[config.mk]
export PLATFORM = sky130hd
export DESIGN_NAME = burst_rom_ctrl
export DESIGN_NICKNAME = d
export VERILOG_FILES = /design/src/rtl/brc_pkg.sv /design/src/rtl/brc_cfg_decode.sv /design/src/rtl/brc_addr_gen.sv /design/src/rtl/brc_down_ctr.sv /design/src/rtl/burst_rom_ctrl.sv
export SDC_FILE = /design/constraint.sdc
export NUM_CORES = 1
export LEC_CHECK = 0
export CAP_MARGIN = 10
export CORE_MARGIN = 3
export CORE_UTILIZATION = 55
export DETAILED_ROUTE_END_ITERATION = 10
export DONT_BUFFER_PORTS = 1
export PLACE_DENSITY = 0.76
export SLEW_MARGIN = 20
export SYNTH_ARGS = -nofsm -noshare
export SYNTH_HDL_FRONTEND = slang
export SYNTH_SLANG_ARGS = --single-unit
[constraint.sdc]
create_clock -name clk -period 2.8 [get_ports clk]
set_input_delay 0 -clock clk [delete_from_list [all_inputs] [get_ports clk]]
set_output_delay 0 -clock clk [all_outputs]
set_load 0.02 [all_outputs]
[src/rtl/brc_pkg.sv]
package brc_pkg;
    localparam int MAX_BEATS   = 16;
    localparam int BEAT_W      = $clog2(MAX_BEATS + 1);
    localparam int LATER_WAITS = 2;

    typedef enum logic [1:0] {
        ST_IDLE  = 2'd0,
        ST_ADDR  = 2'd1,
        ST_WAITC = 2'd2,
        ST_DONE  = 2'd3
    } brc_state_e;
endpackage

[src/rtl/brc_cfg_decode.sv]
module brc_cfg_decode
    import brc_pkg::*;
#(
    parameter int ADDR_W = 16
) (
    input  logic [1:0]        width_code,
    input  logic [1:0]        burst_code,
    input  logic [ADDR_W-1:0] base,
    output logic [1:0]        shift,
    output logic [BEAT_W-1:0] beats,
    output logic [ADDR_W-1:0] start
);
    logic [1:0]        max_code;
    logic [1:0]        code;
    logic [ADDR_W-1:0] bytes;

    always_comb begin
        unique case (width_code)
            2'd0:    shift = 2'd0;
            2'd1:    shift = 2'd1;
            default: shift = 2'd2;
        endcase
        unique case (shift)
            2'd0:    max_code = 2'd3;
            2'd1:    max_code = 2'd2;
            default: max_code = 2'd1;
        endcase
        code  = (burst_code > max_code) ? max_code : burst_code;
        beats = (code == 2'd0) ? BEAT_W'(1) : (BEAT_W'(2) << code);
        bytes = ADDR_W'(beats) << shift;
        start = base & ~(bytes - ADDR_W'(1));
    end
endmodule

[src/rtl/brc_addr_gen.sv]
module brc_addr_gen #(
    parameter int ADDR_W = 16
) (
    input  logic              clk,
    input  logic              rst_n,
    input  logic              load,
    input  logic [ADDR_W-1:0] start,
    input  logic              adv,
    input  logic [1:0]        shift,
    output logic [ADDR_W-1:0] addr
);
    always_ff @(posedge clk or negedge rst_n) begin
        if (!rst_n) begin
            addr <= '0;
        end else if (load) begin
            addr <= start;
        end else if (adv) begin
            addr <= addr + (ADDR_W'(1) << shift);
        end
    end
endmodule

[src/rtl/brc_down_ctr.sv]
module brc_down_ctr #(
    parameter int W = 4
) (
    input  logic         clk,
    input  logic         rst_n,
    input  logic         load,
    input  logic [W-1:0] val,
    input  logic         dec,
    output logic         one
);
    logic [W-1:0] cnt;

    always_ff @(posedge clk or negedge rst_n) begin
        if (!rst_n) begin
            cnt <= '0;
        end else if (load) begin
            cnt <= val;
        end else if (dec && cnt != '0) begin
            cnt <= cnt - W'(1);
        end
    end

    assign one = (cnt == W'(1));
endmodule

[src/rtl/burst_rom_ctrl.sv]
module burst_rom_ctrl
    import brc_pkg::*;
#(
    parameter int ADDR_W = 16,
    parameter int DATA_W = 32,
    parameter int WAIT_W = 3
) (
    input  logic              clk,
    input  logic              rst_n,
    input  logic              req,
    input  logic [ADDR_W-1:0] base_addr,
    input  logic [1:0]        cfg_width,
    input  logic [1:0]        cfg_burst,
    input  logic [WAIT_W-1:0] cfg_wait,
    input  logic              ign_wait,
    output logic              ack,
    output logic [ADDR_W-1:0] rom_addr,
    output logic              rom_cs_n,
    output logic              rom_rd_n,
    input  logic [DATA_W-1:0] rom_data,
    input  logic              rom_wait,
    output logic [DATA_W-1:0] data_out,
    output logic              data_vld
);
    localparam int CNT_W = (WAIT_W > 2) ? WAIT_W : 2;

    brc_state_e        state, state_nx;
    logic [1:0]        shift_d, width_q;
    logic [BEAT_W-1:0] beats_d;
    logic [ADDR_W-1:0] start_d;
    logic [WAIT_W-1:0] wait0_q;
    logic              ign_q;
    logic              first_q;
    logic              accept;
    logic              capture;
    logic              wload;
    logic              wdec;
    logic              wone;
    logic              bone;
    logic [CNT_W-1:0]  nwait;
    logic              sample_en;

    brc_cfg_decode #(.ADDR_W(ADDR_W)) u_dec (
        .width_code (cfg_width),
        .burst_code (cfg_burst),
        .base       (base_addr),
        .shift      (shift_d),
        .beats      (beats_d),
        .start      (start_d)
    );

    brc_addr_gen #(.ADDR_W(ADDR_W)) u_addr (
        .clk   (clk),
        .rst_n (rst_n),
        .load  (accept),
        .start (start_d),
        .adv   (capture),
        .shift (width_q),
        .addr  (rom_addr)
    );

    brc_down_ctr #(.W(BEAT_W)) u_beats (
        .clk   (clk),
        .rst_n (rst_n),
        .load  (accept),
        .val   (beats_d),
        .dec   (capture),
        .one   (bone)
    );

    brc_down_ctr #(.W(CNT_W)) u_waits (
        .clk   (clk),
        .rst_n (rst_n),
        .load  (wload),
        .val   (nwait),
        .dec   (wdec),
        .one   (wone)
    );

    // per-request configuration
    always_ff @(posedge clk or negedge rst_n) begin
        if (!rst_n) begin
            width_q <= 2'd0;
            wait0_q <= '0;
            ign_q   <= 1'b0;
            first_q <= 1'b0;
        end else if (accept) begin
            width_q <= shift_d;
            wait0_q <= cfg_wait;
            ign_q   <= ign_wait;
            first_q <= 1'b1;
        end else if (capture) begin
            first_q <= 1'b0;
        end
    end

    always_comb begin
        nwait     = first_q ? CNT_W'(wait0_q) : CNT_W'(LATER_WAITS);
        sample_en = !ign_q && (first_q ? (wait0_q != '0) : 1'b1);
    end

    // state register
    always_ff @(posedge clk or negedge rst_n) begin
        if (!rst_n) state <= ST_IDLE;
        else        state <= state_nx;
    end

    // next state and control strobes
    always_comb begin
        state_nx = state;
        accept   = 1'b0;
        capture  = 1'b0;
        wload    = 1'b0;
        wdec     = 1'b0;
        unique case (state)
            ST_IDLE: begin
                if (req) begin
                    accept   = 1'b1;
                    state_nx = ST_ADDR;
                end
            end
            ST_ADDR: begin
                if (nwait == '0) begin
                    capture  = 1'b1;
                    state_nx = bone ? ST_DONE : ST_ADDR;
                end else begin
                    wload    = 1'b1;
                    state_nx = ST_WAITC;
                end
            end
            ST_WAITC: begin
                if (!wone) begin
                    wdec = 1'b1;
                end else if (!(sample_en && rom_wait)) begin
                    capture  = 1'b1;
                    state_nx = bone ? ST_DONE : ST_ADDR;
                end
            end
            ST_DONE: state_nx = ST_IDLE;
            default: state_nx = ST_IDLE;
        endcase
    end

    // outputs
    always_comb begin
        rom_cs_n = 1'b1;
        rom_rd_n = 1'b1;
        ack      = 1'b0;
        unique case (state)
            ST_IDLE:  ;
            ST_ADDR, ST_WAITC: begin
                rom_cs_n = 1'b0;
                rom_rd_n = 1'b0;
            end
            ST_DONE:  ack = 1'b1;
            default:  ;
        endcase
    end

    always_ff @(posedge clk or negedge rst_n) begin
        if (!rst_n) begin
            data_vld <= 1'b0;
            data_out <= '0;
        end else begin
            data_vld <= capture;
            if (capture) data_out <= rom_data;
        end
    end
endmodule

Word level (Yosys, flattened, before mapping) --
Index checks and enable logic that the tools add are counted.
Word-level totals: bits in writable memories 0, output and inout port bits 52, input port bits 60, register bits 66, bits in read-only memories 0, latch bits 0, memories kept 0
Operators by class: add/subtract/negate cells 4, $mul 0, bitwise operators 2, shift operators 3, divide/modulo/power cells 0, magnitude comparators 1, reduce and logical (&&, ||, !) cells 18, mux-type cells 32, equal/unequal tests 10
Operators by type and width (count):
- two-way mux 16 bit | 2
- adder 16 bit | 1
- bitwise AND 16 bit | 1
- NOT 16 bit | 1
- left shift 1 x 2 -> 16 bit, first input constant | 1
- left shift 5 x 2 -> 16 bit | 1
- subtractor 16 x 1 -> 16 bit, second input constant | 1
- two-way mux 5 bit | 3
- two-way mux 1 bit | 14
- two-way mux 2 bit | 6
- two-way mux 3 bit | 3
- zero test 2 bit | 4
- case mux 2 bit (2 select lines) | 2
- case mux 2 bit (4 select lines) | 1
- equality test 2 x 1 -> 1 bit, second input constant | 3
- != test 2 bit, second input constant | 3
- nonzero test 2 bit | 3
- nonzero test 3 bit | 2
- equality test 5 x 1 -> 1 bit, second input constant | 1
- nonzero test 5 bit | 1
- left shift 2 x 2 -> 5 bit, first input constant | 1
- subtractor 5 x 1 -> 5 bit, second input constant | 1
- equality test 2 bit, second input constant | 2
- logical AND 1 bit | 4
- other kinds (8) | 8

Depth between registers and ports, before layout --
depth in word-level cells 13, mapped depth 10, mapped depth without buffers 9

Cells and area by module --
A second synthesis with hierarchy kept.
Unflattened totals: cells, all modules 369, area total of the unflattened synthesis 3956.3 sq um
By module, submodules not included:
- burst_rom_ctrl | cells an instance 118, instances 1, area an instance 1856.8 sq um, seq. area each 1051.0 sq um
- brc_addr_gen | cells an instance 118, instances 1, area an instance 1036.0 sq um, seq. area each 400.4 sq um
- brc_cfg_decode | cells an instance 74, instances 1, area an instance 508.0 sq um, seq. area each 0.0 sq um
- brc_down_ctr (u_beats) | cells an instance 35, instances 1, area an instance 334.1 sq um, seq. area each 125.1 sq um
- brc_down_ctr (u_waits) | cells an instance 24, instances 1, area an instance 221.5 sq um, seq. area each 75.1 sq um

Worst setup path after synthesis --
No wires, ideal clock.
kind register to register, start point reg u_addr.addr[0], end point reg u_addr.addr[6], data arrival time 1.986 ns, required time 2.662 ns, library setup time 0.138 ns, path slack 0.676 ns, path buffers 0, stages on the path, launching flop included 9, path through dfrtp_1 > ha_1 > inv_1 > fa_1 > nand2b_1 > a221oi_2 > nand4_1 > xor2_1 > o22ai_1
On the way: cells in the longest elaborated chain, start to end 3
Ends and longest elaborated chain:
- start, declared | RTL line brc_addr_gen.sv:10 | output logic [ADDR_W-1:0] addr
- start signal, assigned | RTL line brc_addr_gen.sv:16 | addr <= start;
- start signal, assigned | RTL line brc_addr_gen.sv:18 | addr <= addr + (ADDR_W'(1) << shift);
- adder 16 bit | RTL line brc_addr_gen.sv:18
- two-way mux 16 bit | RTL line brc_addr_gen.sv:17 | end else if (adv) begin
- two-way mux 16 bit | RTL line brc_addr_gen.sv:15 | end else if (load) begin
Every way passes these cells. The select of a mux whose other input is x is not followed. A chain may end at the register's enable or synchronous reset.

Worst setup path after layout --
start point reg u_addr.addr[0], end point reg u_addr.addr[14]
Same word-level chain as after synthesis.

==> flow_summary.ini <==
[status]
outcome = complete, no violations

[grt]
grt_pass1_vias = 3141
grt.busiest_layer = met2
grt_use_met1 = 0.3014
use_met2 = 0.4418
grt_pass1_wl_um = 15010
track_usage = 0.2539
overflow = 0
met3_usage = 0.05738
antenna_found_initial = 0
grt_max_degree = 67

[synthesis]
syn_inst = 363
syn_nets = 444
ys_ff_latch = 66
ys_seq_area_frac = 0.4488
async_reset_ff_frac = 1.000
synth_flop_cell = dfrtp_1
synth_edf_count = 0
synth.avg_cell_area_um2 = 10.14
synth_cell_types = 50
ys_warn_count = 0
synth_area_mm2 = 0.003680

[worst_setup_path]
startpoint = u_addr.addr[0]
cpMaxStageDelayCell = dfrtp_1
cp.depth = 8
path_buf_inv = 1
reg2regPathDepth = 8
crit_family = compound AO/OA/AOI/OAI gates
cp_slowest_stage_delay_ns = 0.50
start_kind = flip-flop
r2r_slack_ns = 0.28
crit_required_ns = 3.05
path_class = reg2reg
path_max_fanout = 6
reg2reg_from = u_addr.addr[0]
cp-end-kind = flip-flop
worstPathArrival_ns = 2.77
crit_end = u_addr.addr[14]
rr_endpoint = u_addr.addr[14]
crit_chain = ha_1, inv_1, fa_1, nand2b_1, a221oi_4, nand4_1, xor2_1, o21ai_0

[die]
coreArea_mm2 = 0.006422
start_util = 0.5730
fp-row-count = 29
die_area_mm2 = 0.007708
die_w_um = 87.80
die_y_um = 87.80
ioPinCount = 112

[timing]
finalSetupTns_ns = 0
period_share = 0.8994
hold_viol = 0
fmaxAchievable_mhz = 397.1
rsz0062_at_grt = no
max_slew_margin = 0.5658
final-setup-viol-count = 0
slew_violations = 0
fin_crit_ns = 2.518
worstMarginPinSlew_ns = 0.6513
skew_ns = 0.01221

[power_and_ir_drop]
pwr-share-seq = 0.470
power.share.clock = 0.168
p_sw_mw = 2.197
p_comb_frac = 0.362
internal_power_mw = 2.673
p_per_area_mw_per_mm2 = 1059
vdd.ir_drop.worst_mv = 0.5970
cellLeakagePower_nw = 2.003
switching_share = 0.4511

[placed_design]
hpwl_um = 5920
portBuffers = 0
post_dp_cell_area_mm2 = 0.003736
gp_congestion = 0.8958

[cts]
cts_buffer_depth = 2
clk_pin_slew_ns = 0.08
cts.sinks = 66
clk_latency_ns = 0.35
htreeDepth = 3
cts_tree = built
cts-root-buf = clkbuf_8
cts_made_buffers = 9

[finish]
fin_area_mm2 = 0.004597
diodes = 0
regArea_mm2 = 0.001652
syn2layout_area_growth_pct = 24.92
multi_input_area_mm2 = 0.001898
drive_gt1_frac = 0.1392
fillers = 434
final_nets = 507

[route]
drt_wl_total_um = 9501
avgViaCountPerCell = 5.947
dr_total_vias = 3021
ant_nets = 0
wl_per_cell_um = 18.70
drt_first_iter_violations = 170
remaining_drc_errors = 0
dr.pass1.iters = 5

[run]
maxCapViolCount = 0

[hold_path]
min_path_type = in2reg
## state kept, by name, summed over array words and instances (netlist names)
| register | count |
|---|---|
| data_out | 32 |
| data_vld | 1 |
| first_q | 1 |
| ign_q | 1 |
| state | 2 |
| u_addr.addr | 16 |
| u_beats.cnt | 5 |
| u_waits.cnt | 3 |
| wait0_q | 3 |
| width_q | 2 |
## layer usage
metal	share of wire	routed length [um]
met5	0	0
met3	0.073	698
met4	0.024	227
met1	0.39	3712
met2	0.51	4862
## synth_stat cells (6+ instances only)
| cell type | number | share of area |
|---|---|---|
| a21oi_1 | 13 | 0.018 |
| clkbuf_1 | 9 | 0.0092 |
| dfrtp_1 | 66 | 0.45 |
| ha_1 | 20 | 0.068 |
| inv_1 | 17 | 0.017 |
| mux2_2 | 28 | 0.086 |
| nand2_1 | 49 | 0.050 |
| nand2b_1 | 6 | 0.010 |
| nand3_1 | 13 | 0.018 |
| nand4_1 | 12 | 0.020 |
| nor2_1 | 14 | 0.014 |
| nor2b_1 | 6 | 0.010 |
| o21ai_0 | 21 | 0.029 |
| o22ai_1 | 7 | 0.012 |
| xor2_1 | 12 | 0.029 |
## cell families after synthesis
family          count (synthesis)  synth area share
compound gates                 72            0.1302
xor+xnor                       17           0.04046
fa+ha+maj                      21           0.07344
buf+inv                        33           0.03842
flops                          66            0.4488
mux                            37            0.1170
other cells                     1          0.001019
simple gates                  116            0.1506
## cell type report
cell class	count	share of cell area
clock buffers	9	0.02695
well taps	77	0.02096
inverters	17	0.01388
repair buffers	68	0.1492
clock inverters	7	0.01688
multi-input cells	264	0.4129
flip-flops and latches	66	0.3593
## cells in the final DEF (no fill, tap or decap), types with 5 or more instances in the layout
master / Yosys / layout
xor2_1: 12 / 12
o22ai_1: 7 / 7
nand2_1: 49 / 49
dlygate4sd3_1: 0 / 62
xnor2_1: 5 / 5
nand3_1: 13 / 13
nor2b_1: 6 / 6
inv_1: 17 / 17
nand2b_1: 6 / 6
clkbuf_8: 0 / 9
ha_1: 20 / 20
mux2_4: 5 / 5
nand4_1: 12 / 12
a21oi_1: 13 / 13
buf_4: 1 / 5
a31oi_1: 5 / 5
dfrtp_1: 66 / 66
o21ai_0: 21 / 21
mux2_2: 28 / 28
nor2_1: 14 / 14
## worst min path at each step
stage | from | to | slack [ns] | cells after the start
global placement | rst_n | data_out[21] | -0.29 | 0
CTS | req | wait0_q[0] | 0.005 | 3
detailed placement | rst_n | data_out[23] | -0.29 | 0
finish | req | wait0_q[0] | 0.01 | 3
global route | req | wait0_q[0] | 0.01 | 3
floorplan | rst_n | data_out[0] | -0.30 | 0
## tightest hold or removal path, delay by kind of cell
family | cells | cell delay, ns
AND/OR/NAND/NOR | 3 | 0.31
## per-stage QoR
stage | worst slack [ns] | util | hold WS [ns] | power (mW) | std cells
2_1_floorplan | 0.6759 | - | -0.2956 | 3.504 | 363
3_3_place_gp | 0.4246 | 0.5817 | -0.2929 | 3.808 | 429
3_5_place_dp | 0.3610 | 0.5817 | -0.2933 | 3.881 | 429
4_1_cts | 0.2365 | 0.7140 | 0.004873 | 4.811 | 508
5_1_grt | 0.1053 | 0.7158 | 0.01110 | 5.182 | 508
6_report | 0.2818 | 0.7158 | 0.009947 | 4.870 | 508
## repair_timing
item                                    in CTS  in global routing
endpoints found under the hold margin      123                  0
setup buffers                                0                  0
hold buffers                                63                  0
resized for setup                            0                  1
endpoints found under the setup margin       0                  1
## power by group through the flow
stage / Combinational, mW / Clock (mW) / Sequential [mW]
detailed placement: 1.59 / 0 / 2.29
floorplan: 1.36 / 0 / 2.15
global placement: 1.55 / 0 / 2.26
global route: 1.96 / 0.873 / 2.35
CTS: 1.72 / 0.826 / 2.27
finish: 1.76 / 0.820 / 2.29
No activity file was read; power rests on OpenSTA's default activity.
